### config.mk
export PLATFORM = sky130hd
export DESIGN_NAME = word_byte_packer
export DESIGN_NICKNAME = d
export VERILOG_FILES = /design/src/rtl/wbp_pkg.sv /design/src/rtl/wbp_pack.sv /design/src/rtl/wbp_unpack.sv /design/src/rtl/word_byte_packer.sv
export SDC_FILE = /design/constraint.sdc
export NUM_CORES = 1
export LEC_CHECK = 0
export ABC_AREA = 1
export CAP_MARGIN = 0
export CORE_AREA = 3 3 164 166
export DETAILED_ROUTE_END_ITERATION = 10
export DIE_AREA = 0 0 167 169
export GPL_TIMING_DRIVEN = 0
export PLACE_DENSITY_LB_ADDON = 0.1
export SYNTH_ARGS = -nofsm -noshare
export SYNTH_HDL_FRONTEND = slang
export SYNTH_SLANG_ARGS = --single-unit
### constraint.sdc
create_clock -name clk -period 5.91 [get_ports clk]
set_input_delay 0.8865 -clock clk [delete_from_list [all_inputs] [get_ports clk]]
set_output_delay 0.8865 -clock clk [all_outputs]
set_load 0.01 [all_outputs]
### src/rtl/wbp_pkg.sv
package wbp_pkg;
    localparam int WORD_W        = 12;
    localparam int BYTE_W        = 8;
    localparam int BANK_W        = 3;
    localparam int SECT_W        = 6;
    localparam int SECTOR_BYTES  = 256;
    localparam int TRACK_SECTORS = 40;
    localparam int NIB_W   = WORD_W - BYTE_W;
    localparam int ADDR_W  = BANK_W + WORD_W;
    localparam int WCNT_W  = WORD_W + 1;
    localparam int BCNT_W  = $clog2(TRACK_SECTORS * SECTOR_BYTES + 1);
    localparam int SB_W    = $clog2(SECTOR_BYTES);
    localparam int PACK_CAP = (SECTOR_BYTES * 2) / 3;

    typedef logic [WCNT_W-1:0] wcnt_t;
    typedef logic [BCNT_W-1:0] bcnt_t;

    typedef struct packed {
        wcnt_t words;
        bcnt_t bytes;
    } plan_t;

    typedef enum logic [1:0] {PH_LO, PH_MID, PH_HI} phase_t;

    // Word and byte totals for one transfer, after the mode-specific caps.
    function automatic plan_t make_plan(input logic [WORD_W-1:0] neg_wc,
                                        input logic m8,
                                        input logic [SECT_W-1:0] sect);
        plan_t p;
        int want;
        int room;
        int trip;
        want = (1 << WORD_W) - int'(neg_wc);
        if (m8) begin
            room = (int'(sect) < TRACK_SECTORS) ?
                   (TRACK_SECTORS - int'(sect)) * SECTOR_BYTES : 0;
            if (want > room) want = room;
            p.words = WCNT_W'(want);
            p.bytes = BCNT_W'(want);
        end else begin
            trip = (want * 3 + 1) / 2;
            if (trip > SECTOR_BYTES) begin
                trip = SECTOR_BYTES;
                want = PACK_CAP;
            end
            p.words = WCNT_W'(want);
            p.bytes = BCNT_W'(trip);
        end
        return p;
    endfunction
endpackage

### src/rtl/wbp_pack.sv
module wbp_pack
    import wbp_pkg::*;
(
    input  logic              clk,
    input  logic              rst,
    input  logic              go,
    input  logic              mode8,
    input  wcnt_t             words,
    input  logic              wd_valid,
    input  logic [WORD_W-1:0] wd_data,
    output logic              wd_ready,
    output logic              by_valid,
    output logic [BYTE_W-1:0] by_data,
    input  logic              by_ready,
    output logic              word_fire,
    output logic              last
);
    logic              act;
    wcnt_t             wl, nwl;
    phase_t            ph, nph;
    logic [NIB_W-1:0]  nib;
    logic [BYTE_W-1:0] hi;
    bcnt_t             bcnt, bump;
    logic              by_fire;

    always_comb begin
        by_valid = 1'b0;
        by_data  = '0;
        wd_ready = 1'b0;
        nwl      = wl;
        nph      = ph;
        if (act) begin
            if (mode8 || ph == PH_LO) begin
                if (wl != '0) begin
                    by_valid = wd_valid;
                    by_data  = wd_data[BYTE_W-1:0];
                    wd_ready = by_ready;
                    nwl      = wl - 1'b1;
                    nph      = mode8 ? PH_LO : PH_MID;
                end else begin
                    by_valid = (bcnt[SB_W-1:0] != '0);
                end
            end else if (ph == PH_MID) begin
                if (wl != '0) begin
                    by_valid = wd_valid;
                    by_data  = {wd_data[NIB_W-1:0], nib};
                    wd_ready = by_ready;
                    nwl      = wl - 1'b1;
                    nph      = PH_HI;
                end else begin
                    by_valid = 1'b1;
                    by_data  = {{(BYTE_W-NIB_W){1'b0}}, nib};
                    nph      = PH_LO;
                end
            end else begin
                by_valid = 1'b1;
                by_data  = hi;
                nph      = PH_LO;
            end
        end
    end

    assign by_fire   = by_valid & by_ready;
    assign word_fire = wd_valid & wd_ready;
    assign bump      = bcnt + 1'b1;
    assign last      = by_fire && nwl == '0 && nph == PH_LO && bump[SB_W-1:0] == '0;

    always_ff @(posedge clk) begin
        if (rst) begin
            act  <= 1'b0;
            wl   <= '0;
            ph   <= PH_LO;
            nib  <= '0;
            hi   <= '0;
            bcnt <= '0;
        end else if (go) begin
            act  <= 1'b1;
            wl   <= words;
            ph   <= PH_LO;
            bcnt <= '0;
        end else if (act && by_fire) begin
            wl   <= nwl;
            ph   <= nph;
            bcnt <= bump;
            if (ph == PH_LO) nib <= wd_data[WORD_W-1:BYTE_W];
            if (ph == PH_MID && wl != '0) hi <= wd_data[WORD_W-1:NIB_W];
            if (last) act <= 1'b0;
        end
    end
endmodule

### src/rtl/wbp_unpack.sv
module wbp_unpack
    import wbp_pkg::*;
(
    input  logic              clk,
    input  logic              rst,
    input  logic              go,
    input  logic              mode8,
    input  wcnt_t             words,
    input  bcnt_t             bytes,
    input  logic              by_valid,
    input  logic [BYTE_W-1:0] by_data,
    input  logic              by_absent,
    output logic              by_ready,
    output logic              wd_valid,
    output logic [WORD_W-1:0] wd_data,
    input  logic              wd_ready,
    output logic              word_fire,
    output logic              last
);
    logic              act;
    wcnt_t             wl, nwl;
    bcnt_t             bl;
    phase_t            ph, nph;
    logic [BYTE_W-1:0] lo;
    logic [NIB_W-1:0]  nib;
    logic [BYTE_W-1:0] b;
    logic              by_fire;

    assign b = by_absent ? '0 : by_data;

    always_comb begin
        by_ready = 1'b0;
        wd_valid = 1'b0;
        wd_data  = '0;
        nwl      = wl;
        nph      = ph;
        if (act) begin
            if (wl == '0) begin
                by_ready = 1'b1;
            end else if (mode8) begin
                wd_valid = by_valid;
                wd_data  = {{NIB_W{1'b0}}, b};
                by_ready = wd_ready;
                nwl      = wl - 1'b1;
            end else begin
                case (ph)
                    PH_LO: begin
                        by_ready = 1'b1;
                        nph      = PH_MID;
                    end
                    PH_MID: begin
                        wd_valid = by_valid;
                        wd_data  = {b[NIB_W-1:0], lo};
                        by_ready = wd_ready;
                        nwl      = wl - 1'b1;
                        nph      = PH_HI;
                    end
                    default: begin
                        wd_valid = by_valid;
                        wd_data  = {b, nib};
                        by_ready = wd_ready;
                        nwl      = wl - 1'b1;
                        nph      = PH_LO;
                    end
                endcase
            end
        end
    end

    assign by_fire   = by_valid & by_ready;
    assign word_fire = wd_valid & wd_ready;
    assign last      = by_fire && bl == bcnt_t'(1);

    always_ff @(posedge clk) begin
        if (rst) begin
            act <= 1'b0;
            wl  <= '0;
            bl  <= '0;
            ph  <= PH_LO;
            lo  <= '0;
            nib <= '0;
        end else if (go) begin
            act <= 1'b1;
            wl  <= words;
            bl  <= bytes;
            ph  <= PH_LO;
        end else if (act && by_fire) begin
            wl <= nwl;
            ph <= nph;
            bl <= bl - 1'b1;
            if (ph == PH_LO)  lo  <= b;
            if (ph == PH_MID) nib <= b[BYTE_W-1:NIB_W];
            if (last) act <= 1'b0;
        end
    end
endmodule

### src/rtl/word_byte_packer.sv
module word_byte_packer
    import wbp_pkg::*;
(
    input  logic              clk,
    input  logic              rst,
    input  logic              start,
    input  logic              write_dir,
    input  logic              mode8,
    input  logic [WORD_W-1:0] neg_count,
    input  logic [ADDR_W-1:0] mem_addr,
    input  logic [SECT_W-1:0] sector,
    input  logic              wr_word_valid,
    input  logic [WORD_W-1:0] wr_word_data,
    output logic              wr_word_ready,
    output logic              rd_word_valid,
    output logic [WORD_W-1:0] rd_word_data,
    input  logic              rd_word_ready,
    output logic [ADDR_W-1:0] word_addr,
    output logic              out_byte_valid,
    output logic [BYTE_W-1:0] out_byte_data,
    input  logic              out_byte_ready,
    input  logic              in_byte_valid,
    input  logic [BYTE_W-1:0] in_byte_data,
    input  logic              in_byte_absent,
    output logic              in_byte_ready,
    output logic              busy,
    output logic              done,
    output logic [WORD_W-1:0] final_count,
    output logic [ADDR_W-1:0] final_addr,
    output logic              incomplete
);
    plan_t             plan;
    logic              launch, go_w, go_r, mode_q;
    logic              wfire_w, wfire_r, last_w, last_r;
    logic [BANK_W-1:0] bank;
    logic [WORD_W-1:0] off, pend_cnt, pend_off;
    logic [WORD_W-1:0] move;

    assign plan   = make_plan(neg_count, mode8, sector);
    assign move   = plan.words[WORD_W-1:0];
    assign launch = start & ~busy;
    assign go_w   = launch &  write_dir & (plan.words != '0);
    assign go_r   = launch & ~write_dir & (plan.words != '0);

    wbp_pack u_pack (
        .clk(clk), .rst(rst), .go(go_w), .mode8(mode_q), .words(plan.words),
        .wd_valid(wr_word_valid), .wd_data(wr_word_data), .wd_ready(wr_word_ready),
        .by_valid(out_byte_valid), .by_data(out_byte_data), .by_ready(out_byte_ready),
        .word_fire(wfire_w), .last(last_w)
    );

    wbp_unpack u_unpack (
        .clk(clk), .rst(rst), .go(go_r), .mode8(mode_q), .words(plan.words),
        .bytes(plan.bytes),
        .by_valid(in_byte_valid), .by_data(in_byte_data), .by_absent(in_byte_absent),
        .by_ready(in_byte_ready),
        .wd_valid(rd_word_valid), .wd_data(rd_word_data), .wd_ready(rd_word_ready),
        .word_fire(wfire_r), .last(last_r)
    );

    assign word_addr = {bank, off};

    always_ff @(posedge clk) begin
        if (rst) begin
            busy        <= 1'b0;
            done        <= 1'b0;
            mode_q      <= 1'b0;
            bank        <= '0;
            off         <= '0;
            pend_cnt    <= '0;
            pend_off    <= '0;
            final_count <= '0;
            final_addr  <= '0;
            incomplete  <= 1'b0;
        end else begin
            done <= 1'b0;
            if (launch) begin
                bank     <= mem_addr[ADDR_W-1:WORD_W];
                off      <= mem_addr[WORD_W-1:0];
                mode_q   <= mode8;
                pend_cnt <= neg_count + move;
                pend_off <= mem_addr[WORD_W-1:0] + move;
                if (plan.words == '0) begin
                    done        <= 1'b1;
                    final_count <= neg_count;
                    final_addr  <= mem_addr;
                    incomplete  <= (neg_count != '0);
                end else begin
                    busy <= 1'b1;
                end
            end else begin
                if (wfire_w | wfire_r) off <= off + 1'b1;
                if (busy && (last_w | last_r)) begin
                    busy        <= 1'b0;
                    done        <= 1'b1;
                    final_count <= pend_cnt;
                    final_addr  <= {bank, pend_off};
                    incomplete  <= (pend_cnt != '0);
                end
            end
        end
    end
endmodule


# Word level (Yosys, flattened, before mapping)
# Index checks and enable logic that the tools add are counted.
[totals]
reg_bits = 154
inputBits = 63
output_inout_bits = 69
word_cells = 178
[op_classes]
n_addsub = 11
mul = 1
magnitude_cmp = 3
n_eq_ne = 7
n_mux = 76
n_bitwise = 18
n_reduce_logical = 40
[op_table]
columns = ["cell", "count"]
rows = [
  ["2-to-1 mux 13 bit", 13],
  ["2-to-1 mux 12 bit", 8],
  ["2-to-1 mux 14 bit", 4],
  ["2-to-1 mux 8 bit", 6],
  ["2-to-1 mux 15 bit", 3],
  ["zero test 13 bit", 3],
  ["2-to-1 mux 1 bit", 33],
  ["adder 32 x 1 -> 32 bit", 1],
  ["greater-than comparator 14 x 32 -> 1 bit", 1],
  ["greater-than comparator 32 x 10 -> 1 bit, second input constant", 1],
  ["2-to-1 mux 32 bit", 1],
  ["2-to-1 mux 27 bit", 1],
  ["nonzero test 13 bit", 2],
  ["subtractor 13 x 1 -> 13 bit, second input constant", 2],
  ["adder 12 bit", 2],
  ["case mux 12 bit (2 select lines)", 1],
  ["nonzero test 12 bit", 2],
  ["adder 17 x 2 -> 18 bit, second input constant", 1],
  ["multiplier 14 x 3 -> 17 bit, second input constant", 1],
  ["adder 14 x 1 -> 14 bit, second input constant", 1],
  ["== test 14 x 1 -> 1 bit, second input constant", 1],
  ["nonzero test 2 bit", 7],
  ["subtractor 13 x 12 -> 14 bit, first input constant", 1],
  ["subtractor 14 x 1 -> 14 bit, second input constant", 1],
  ["21 further kinds", 59],
]

# Depth between registers and ports, before layout
# Gate-level depths: netlist of run 1.
[depth]
depth_word = 13
depth_mapped = 41

# Cells and area by module
# A second synthesis of run 1 with hierarchy kept.
[hier_totals]
hier_cells = 1877
area_unflattened_um2 = 11377.2
[by_module_without_submodules]
columns = ["module", "instances", "cells_per_inst", "area_each_um2", "seq_area_each_um2"]
rows = [
  ["word_byte_packer", 1, 1011, 6102.1, 1401.3],
  ["wbp_unpack", 1, 486, 2895.3, 840.8],
  ["wbp_pack", 1, 380, 2379.8, 720.7],
]

# Worst setup path after synthesis of run 1
# No wires, ideal clock.
[synth_path]
path_type = "input to register"
from = "input port neg_count[0]"
to = "register pend_cnt[10]"
setup_ns = 0.134
t_arrival_ns = 5.939
path_slack_ns = -0.163
cell_stages = 36
path_buffers = 1
cell_sequence = "inv_1 ha_1 inv_1 nor2_4 nand2_2 nor3_4 nand3_1 nor3_1 ha_1 ha_1 nand2_1 inv_1 a21oi_1 nand3_1 nand2_1 nand2_1 nor2_4 nand3_4 nand2_2 buf_6 inv_1 nor2_1 ha_1 inv_1 fa_1 o31ai_1 a31oi_1 nor2_1 nor2_1 nor2_1 o21ai_0 nand2_1 a21oi_1 or2_2 nand3_1 a21oi_1"
[synth_via]
elab_chain_len = 9
elab_cells_between_ends = 11
cone_classes = "4 x add/sub; 1 x mul; 2 x order compare; 3 x mux; 1 x bitwise"
[synth_rtl]
columns = ["element", "line_no", "source"]
rows = [
  ["from (decl)", "word_byte_packer.sv:9", "input logic [WORD_W-1:0] neg_count,"],
  ["subtractor 13 x 12 -> 14 bit", "wbp_pkg.sv:33", "want = (1 << WORD_W) - int'(neg_wc);"],
  ["multiplier 14 x 3 -> 17 bit", "wbp_pkg.sv:41", "trip = (want * 3 + 1) / 2;"],
  ["adder 17 x 2 -> 18 bit", "wbp_pkg.sv:41", ""],
  ["AND 1 bit (no source line)", "--", ""],
  ["adder 32 x 1 -> 32 bit (no source line)", "--", ""],
  ["greater-than comparator 32 x 10 -> 1 bit", "wbp_pkg.sv:42", "if (trip > SECTOR_BYTES) begin"],
  ["2-to-1 mux 13 bit", "wbp_pkg.sv:42", ""],
  ["2-to-1 mux 27 bit", "wbp_pkg.sv:34", "if (m8) begin"],
  ["adder 12 bit (*)", "word_byte_packer.sv:81", "pend_cnt <= neg_count + move;"],
  ["to (signal assigned)", "word_byte_packer.sv:81", ""],
  ["to (decl)", "word_byte_packer.sv:36", "logic [WORD_W-1:0] off, pend_cnt, pend_off;"],
]
# Mark *: on every way between the ends. The rest lies on a longest branch, timed or not.
# A chain may end at the register's enable or synchronous reset.

# Worst setup path in the final report of run 1
[layout_path]
from = "input port neg_count[3]"
to = "register pend_cnt[10]"
# The elaborated chain is that of the path after synthesis.

==> reports/metrics.cfg, run 1 <==
[flow_run]
max_cap_violations=0

[setup_path]
start_kind=primary input
cpPeakStageDelay_ns=0.41
endpoint_kind=flip-flop
reg2reg_from=mode_q
crit_type=in2reg
crit_path_max_fanout=7
cp.arrival_ns=5.95
crit_slowest_cell=fa_2
startpoint=neg_count[3]
required_ns=6.19

[grt]
antenna_found_initial=0
grt_max_degree=17
grt_pass1_wl_microns=58600
grt_pass1_vias=11138
grt_overflow=0
grtUsageTotal=0.255

[drt]
drcViolationCount=0
wirelength_microns=37400
drtPass1Iterations=6
vias=12259
avgViaCountPerCell=5.23
drt_iter0_markers=1069
ant_nets=0
wl_per_cell_microns=15.9

[place]
io_buffers=129
place_worst_setup_slack_ns=-1.72
globalplace.congestion=0.903
dpl.hpwl_microns=28300

[finish]
synthToLayoutAreaGrowth_pct=25.6
final_nets=2121
final_cell_mix=nand2_1, inv_1, nor2_1, nand3_1, a21oi_1
fill_cells=2631
antenna_cells=0
mostFrequentLayoutCell=nand2_1
drive_gt1_frac=0.107

[floorplanning]
core_sq_um=25800
dieWidth_microns=167
start_util=0.434
top_level_ports=132
dieArea_sq_um=28200
die_h_microns=169
num_rows=59

[pwr]
power.share.sequential=0.340
switching_share=0.354
p_switching_mw=1.14
p_leak_nw=6.57
p_clk_frac=0.344
ir_drop_mv=0.130
p_int_mw=2.07
combPwrFrac=0.316
power_density_nw_per_um2=229

[sta]
postLayoutSetupSlackWorst_ns=0.247
finalHoldViolCount=0
max_freq_mhz=177
setup_viol=0
slew_headroom=0.447
whs_ns=0.465
period_needed_ns=5.66
timing.final.crit_share=0.958
tightest_slew_ns=0.830
slew_violations=0
fin_skew_ns=0.0145
fin_setup_tns_ns=0

[clock_network]
cts_buffers=17
htree_levels=4
insertion_delay_ns=0.44
clkTransAtPathRegs_ns=0.06
tritoncts=yes
cts_sinks=148
cts_root_buf=clkbuf_16
clockBufferDepth=2
holdBufCountCts=0

[synth]
ys_types=50
synthAdderAreaFrac=0.0703
netlist_area_sq_um=11200
syn_avg_cell_area_sq_um=6.17
synth-compound-area-share=0.145
async_reset_ff_frac=0
ys_ff_latch=148
synth_top_family_by_area=simple AND/OR/NAND/NOR gates
synth_edf_count=0
syn_nets=1935
synthCells=1811
synth_ff_type=dfxtp_1
synth_simple_gate_area_frac=0.368
synth_xor_area_frac=0.0336
ys.warnings.count=0
synthMuxAreaShare=0.00269
ys_seq_area_frac=0.265

[hold_path]
hold_path.startpoint=u_unpack.lo[7]
hold_class=reg2reg

[run_status]
outcome=completed

[worst paths after layout]
check	slack (ns)	end	cells after the start
max reg2reg	2.44	final_count[6]	15
min reg2reg	0.46	u_unpack.lo[7]	2
min	0.46	u_unpack.lo[7]	2
max	0.25	pend_cnt[10]	36
[power groups by stage]
stage | combinational (mW) | clock, mW | sequential, mW
6_report | 1.01 | 1.11 | 1.09
3_5_place_dp | 0.921 | 0 | 1.11
3_3_place_gp | 0.911 | 0 | 1.11
2_1_floorplan | 0.638 | 0 | 1.10
4_1_cts | 0.955 | 1.12 | 1.09
5_1_grt | 1.12 | 1.16 | 1.10
[area by class of cell]
| type | instances | area, sq um | area share |
|---|---|---|---|
| well taps | 335 | 419 | 0.0299 |
| flip-flops and latches | 148 | 2960 | 0.211 |
| multi-input cells | 1347 | 7210 | 0.514 |
| inverters | 245 | 930 | 0.0662 |
| plain buffers | 71 | 365 | 0.0260 |
| clock inverters | 11 | 128 | 0.00909 |
| repair buffers | 167 | 1570 | 0.112 |
| clock buffers | 20 | 457 | 0.0325 |
[per-layer routing]
metal | part of all wire | wire, microns | global-route usage
met5 | 0 | 0 | 0
met4 | 0.028 | 1040 | 0.0915
met3 | 0.061 | 2280 | 0.0434
met2 | 0.45 | 16900 | 0.410
met1 | 0.46 | 17200 | 0.346
[cell usage after synthesis, types with 3 or more instances]
library cell | number | area, sq um
a211oi_1 | 9 | 67.6
a21oi_1 | 161 | 806
a221oi_1 | 4 | 35.0
a22oi_1 | 4 | 30.0
a31oi_1 | 8 | 50.1
buf_1 | 6 | 22.5
buf_2 | 16 | 80.1
buf_4 | 3 | 22.5
buf_6 | 9 | 101
clkbuf_1 | 37 | 139
clkinv_1 | 3 | 11.3
dfxtp_1 | 148 | 2960
fa_1 | 3 | 60.1
ha_1 | 58 | 726
inv_1 | 236 | 886
inv_2 | 6 | 22.5
mux2i_1 | 3 | 30.0
nand2_1 | 426 | 1600
nand2_2 | 15 | 93.8
nand2_4 | 5 | 56.3
nand3_1 | 182 | 911
nand3_2 | 3 | 30.0
nand3b_1 | 6 | 45.0
nand4_1 | 39 | 244
nor2_1 | 205 | 769
nor2_2 | 6 | 37.5
nor2_4 | 4 | 45.0
nor3_1 | 25 | 125
nor4_1 | 6 | 37.5
o21ai_0 | 100 | 500
o21ai_1 | 6 | 30.0
or2_2 | 8 | 50.1
xnor2_1 | 10 | 87.6
xor2_1 | 31 | 272
[per-stage QoR]
stage / instances / cell area [sq um] / power [mW] / utilization
4_1_cts: 2318 / 13700 / 3.16 / 0.532
5_1_grt: 2344 / 14000 / 3.38 / 0.545
3_3_place_gp: 2275 / 12900 / 2.02 / 0.501
3_5_place_dp: 2275 / 12900 / 2.03 / 0.501
6_report: 2344 / 14000 / 3.21 / 0.545
2_1_floorplan: 1811 / 11200 / 1.74 / -
[timing repair]
| item | CTS | global route |
|---|---|---|
| setup buffers | 12 | 26 |
| setup endpoints to repair | 22 | 8 |
| pin swaps | 15 | 35 |
| resized for setup | 47 | 61 |
[logic make-up (layout without fill, tap and decap cells)]
kind of cell               Yosys count  count (layout)
adders and majority gates           61              61
AOI/OAI and AO/OA                  304             304
DFF                                148             148
xor gates and xnor gates            42              42
muxes                                3               3
and+or+nand+nor                    937             937
buffers and inverters              316             514
[critical path: cells and delay by family]
kind            cells  cell delay, ns
xor+xnor            1            0.19
buf+inv             6            0.75
compound gates      5            0.62
simple gates       20            2.31
fa+ha+maj           4            1.20
[sequential cells by signal, summed over array words and instances (netlist names), 12 cells and up]
| register | cells |
|---|---|
| final_count | 12 |
| u_unpack.bl | 14 |
| pend_off | 12 |
| final_addr | 15 |
| off | 12 |
| u_unpack.wl | 13 |
| pend_cnt | 12 |
| u_pack.wl | 13 |
Power figures use the tool's default switching activity.
==> inputs of run 2 (changes only) <==
- CTS_CLUSTER_SIZE: default -> 10
==> results of run 2 <==
No change in the layout: final DEF, timing and power equal those of run 1.
==> inputs of run 3 (changes only) <==
- TNS_END_PERCENT: default -> 10
==> reports/metrics.cfg, run 3 (same netlist as run 1, synthesis figures left out) <==
[drt]
route.met3.wl_microns=2380  ; +4.3%
avgViaCountPerCell=5.24  ; +0.17%
wirelength_microns=37300  ; -0.21%
wl_per_cell_microns=15.9  ; -0.17%
drt_iter0_markers=1037  ; -3.0%
drtPass1Iterations=8  ; +2
vias=12275  ; +0.13%
highest_layer=met4
drcViolationCount=0  ; unchanged
drt-met1-wl_microns=17000  ; -1.1%
route.met2.wl_microns=16700  ; -0.75%
ant_nets=0  ; unchanged

[finish]
reg.largest.list=final_addr x15, u_unpack.bl x14
design_area_sq_um=14000  ; about the same
final_cell_mix=nand2_1, inv_1, nor2_1, nand3_1, a21oi_1
regMostFlops=final_addr
synthToLayoutAreaGrowth_pct=25.5  ; about the same
drive_gt1_frac=0.106  ; -0.000445
fin_cells=2343  ; -0.043%
post-route-util=0.545  ; about the same
antenna_cells=0  ; unchanged
mostFrequentLayoutCell=nand2_1
final_nets=2120  ; -0.047%
largest_reg_flops=15  ; unchanged

[clock_network]
clockBufferDepth=2  ; unchanged
htree_levels=4  ; unchanged
clkTransAtPathRegs_ns=0.06  ; about the same
cts_root_buf=clkbuf_16
tritoncts=yes
insertion_delay_ns=0.44  ; about the same
cts_buffers=17  ; unchanged
cts_sinks=148  ; unchanged

[setup_path]
endpoint_kind=flip-flop
cp.arrival_ns=5.94  ; about the same
crit_slowest_cell=fa_2
cpPeakStageDelay_ns=0.41  ; about the same
crit_type=in2reg
required_ns=6.19  ; about the same
crit_path_max_fanout=7  ; unchanged
start_kind=primary input

[pwr]
p_clk_frac=0.344  ; about the same
switching_share=0.353  ; -0.000748
p_int_mw=2.07  ; about the same
p_leak_nw=6.56  ; about the same
p_switching_mw=1.13  ; -0.37%
power.share.sequential=0.340  ; about the same
ir_drop_mv=0.130  ; -0.50%
combPwrFrac=0.315  ; about the same
power_density_nw_per_um2=228  ; -0.10%

[place]
io_buffers=129  ; unchanged
dpl_cell_area_sq_um=12900  ; unchanged
dpl.hpwl_microns=28300  ; unchanged
globalplace.congestion=0.903  ; unchanged
dp_cells=2275  ; unchanged

[sta]
tightest_slew_ns=0.800  ; -0.0300 ns
finalHoldViolCount=0  ; unchanged
period_needed_ns=5.66  ; -0.00324 ns
fin_skew_ns=0.0148  ; +0.000246 ns
slew_headroom=0.467  ; +0.0200
slew_violations=0  ; unchanged
timing.final.crit_share=0.958  ; about the same
setup_viol=0  ; unchanged
rsz0062_at_grt=yes
max_freq_mhz=177  ; about the same
fin_setup_tns_ns=0  ; unchanged

[floorplanning]
num_rows=59  ; unchanged
top_level_ports=132  ; unchanged
dieArea_sq_um=28200  ; unchanged
start_util=0.434  ; unchanged
dieWidth_microns=167  ; unchanged
core_sq_um=25800  ; unchanged
die_h_microns=169  ; unchanged

[run_status]
outcome=completed

[grt]
grt_pass1_wl_microns=58600  ; unchanged
grt_overflow=0  ; unchanged
antenna_found_initial=0  ; unchanged
grt_pass1_vias=11138  ; unchanged
grt_max_degree=17  ; unchanged
grtUsageTotal=0.255  ; unchanged

[flow_run]
max_cap_violations=0  ; unchanged

[hold_path]
hold_class=reg2reg

-- run 3: cell count changes in the layout (fill, tap and decap cells not counted) --
cell and change:
buf_4 -1
-- run 3: area by class of cell --
cell class	count	area [sq um]
plain buffers	71	365
clock buffers	20	457
clock inverters	11	128
fillers	2631	11700
inverters	245	930
multi-input cells	1347	7210
flip-flops and latches	148	2960
well taps	335	419
repair buffers	166	1560
-- run 3: per-stage QoR --
stage | worst slack, ns | hold WS [ns] | total power, mW
after floorplan | 0.0321 | 0.437 | 1.74
after global placement | -1.67 | 0.450 | 2.02
after detailed placement | -1.72 | 0.458 | 2.03
after CTS | -0.00811 | 0.467 | 3.16
after global routing | -0.0702 | 0.490 | 3.38
final | 0.250 | 0.465 | 3.20
-- run 3: path summary, 6_finish.rpt --
kind | start | to | slack [ns] | cells past startpoint
setup / recovery | neg_count[3] | pend_cnt[10] | 0.25 | 36
hold reg to reg | u_unpack.lo[7] | u_unpack.lo[7] | 0.46 | 2
setup reg to reg | mode_q | final_count[4] | 2.47 | 15
hold / removal | u_unpack.lo[7] | u_unpack.lo[7] | 0.46 | 2
-- run 3: routing by layer --
layer	GRT usage	vias up
li1	-	6272
met1	0.346	5540
met2	0.410	396
met3	0.0434	67
met4	0.0915	0
met5	0	-
-- run 3: power groups by stage --
stage / Sequential [mW] / Combinational [mW] / Clock, mW
2_1_floorplan: 1.10 / 0.638 / 0
3_3_place_gp: 1.11 / 0.911 / 0
3_5_place_dp: 1.11 / 0.921 / 0
4_1_cts: 1.09 / 0.955 / 1.12
5_1_grt: 1.10 / 1.12 / 1.16
6_report: 1.09 / 1.01 / 1.10
-- run 3: worst max-delay path: cells and delay by family --
kind                     cells  cell delay, ns
adder cells (fa/ha/maj)      4            1.20
XOR/XNOR                     1            0.19
buffers and inverters        6            0.75
AND/OR/NAND/NOR             20            2.31
AO/OA/AOI/OAI                5            0.64
-- run 3: repair_timing --
action	4_1_cts	5_1_grt
gates resized for setup	47	61
gates cloned	0	0
hold buffers	0	0
endpoints found under the setup margin	22	8
buffers inserted	12	25
pin swaps	15	35
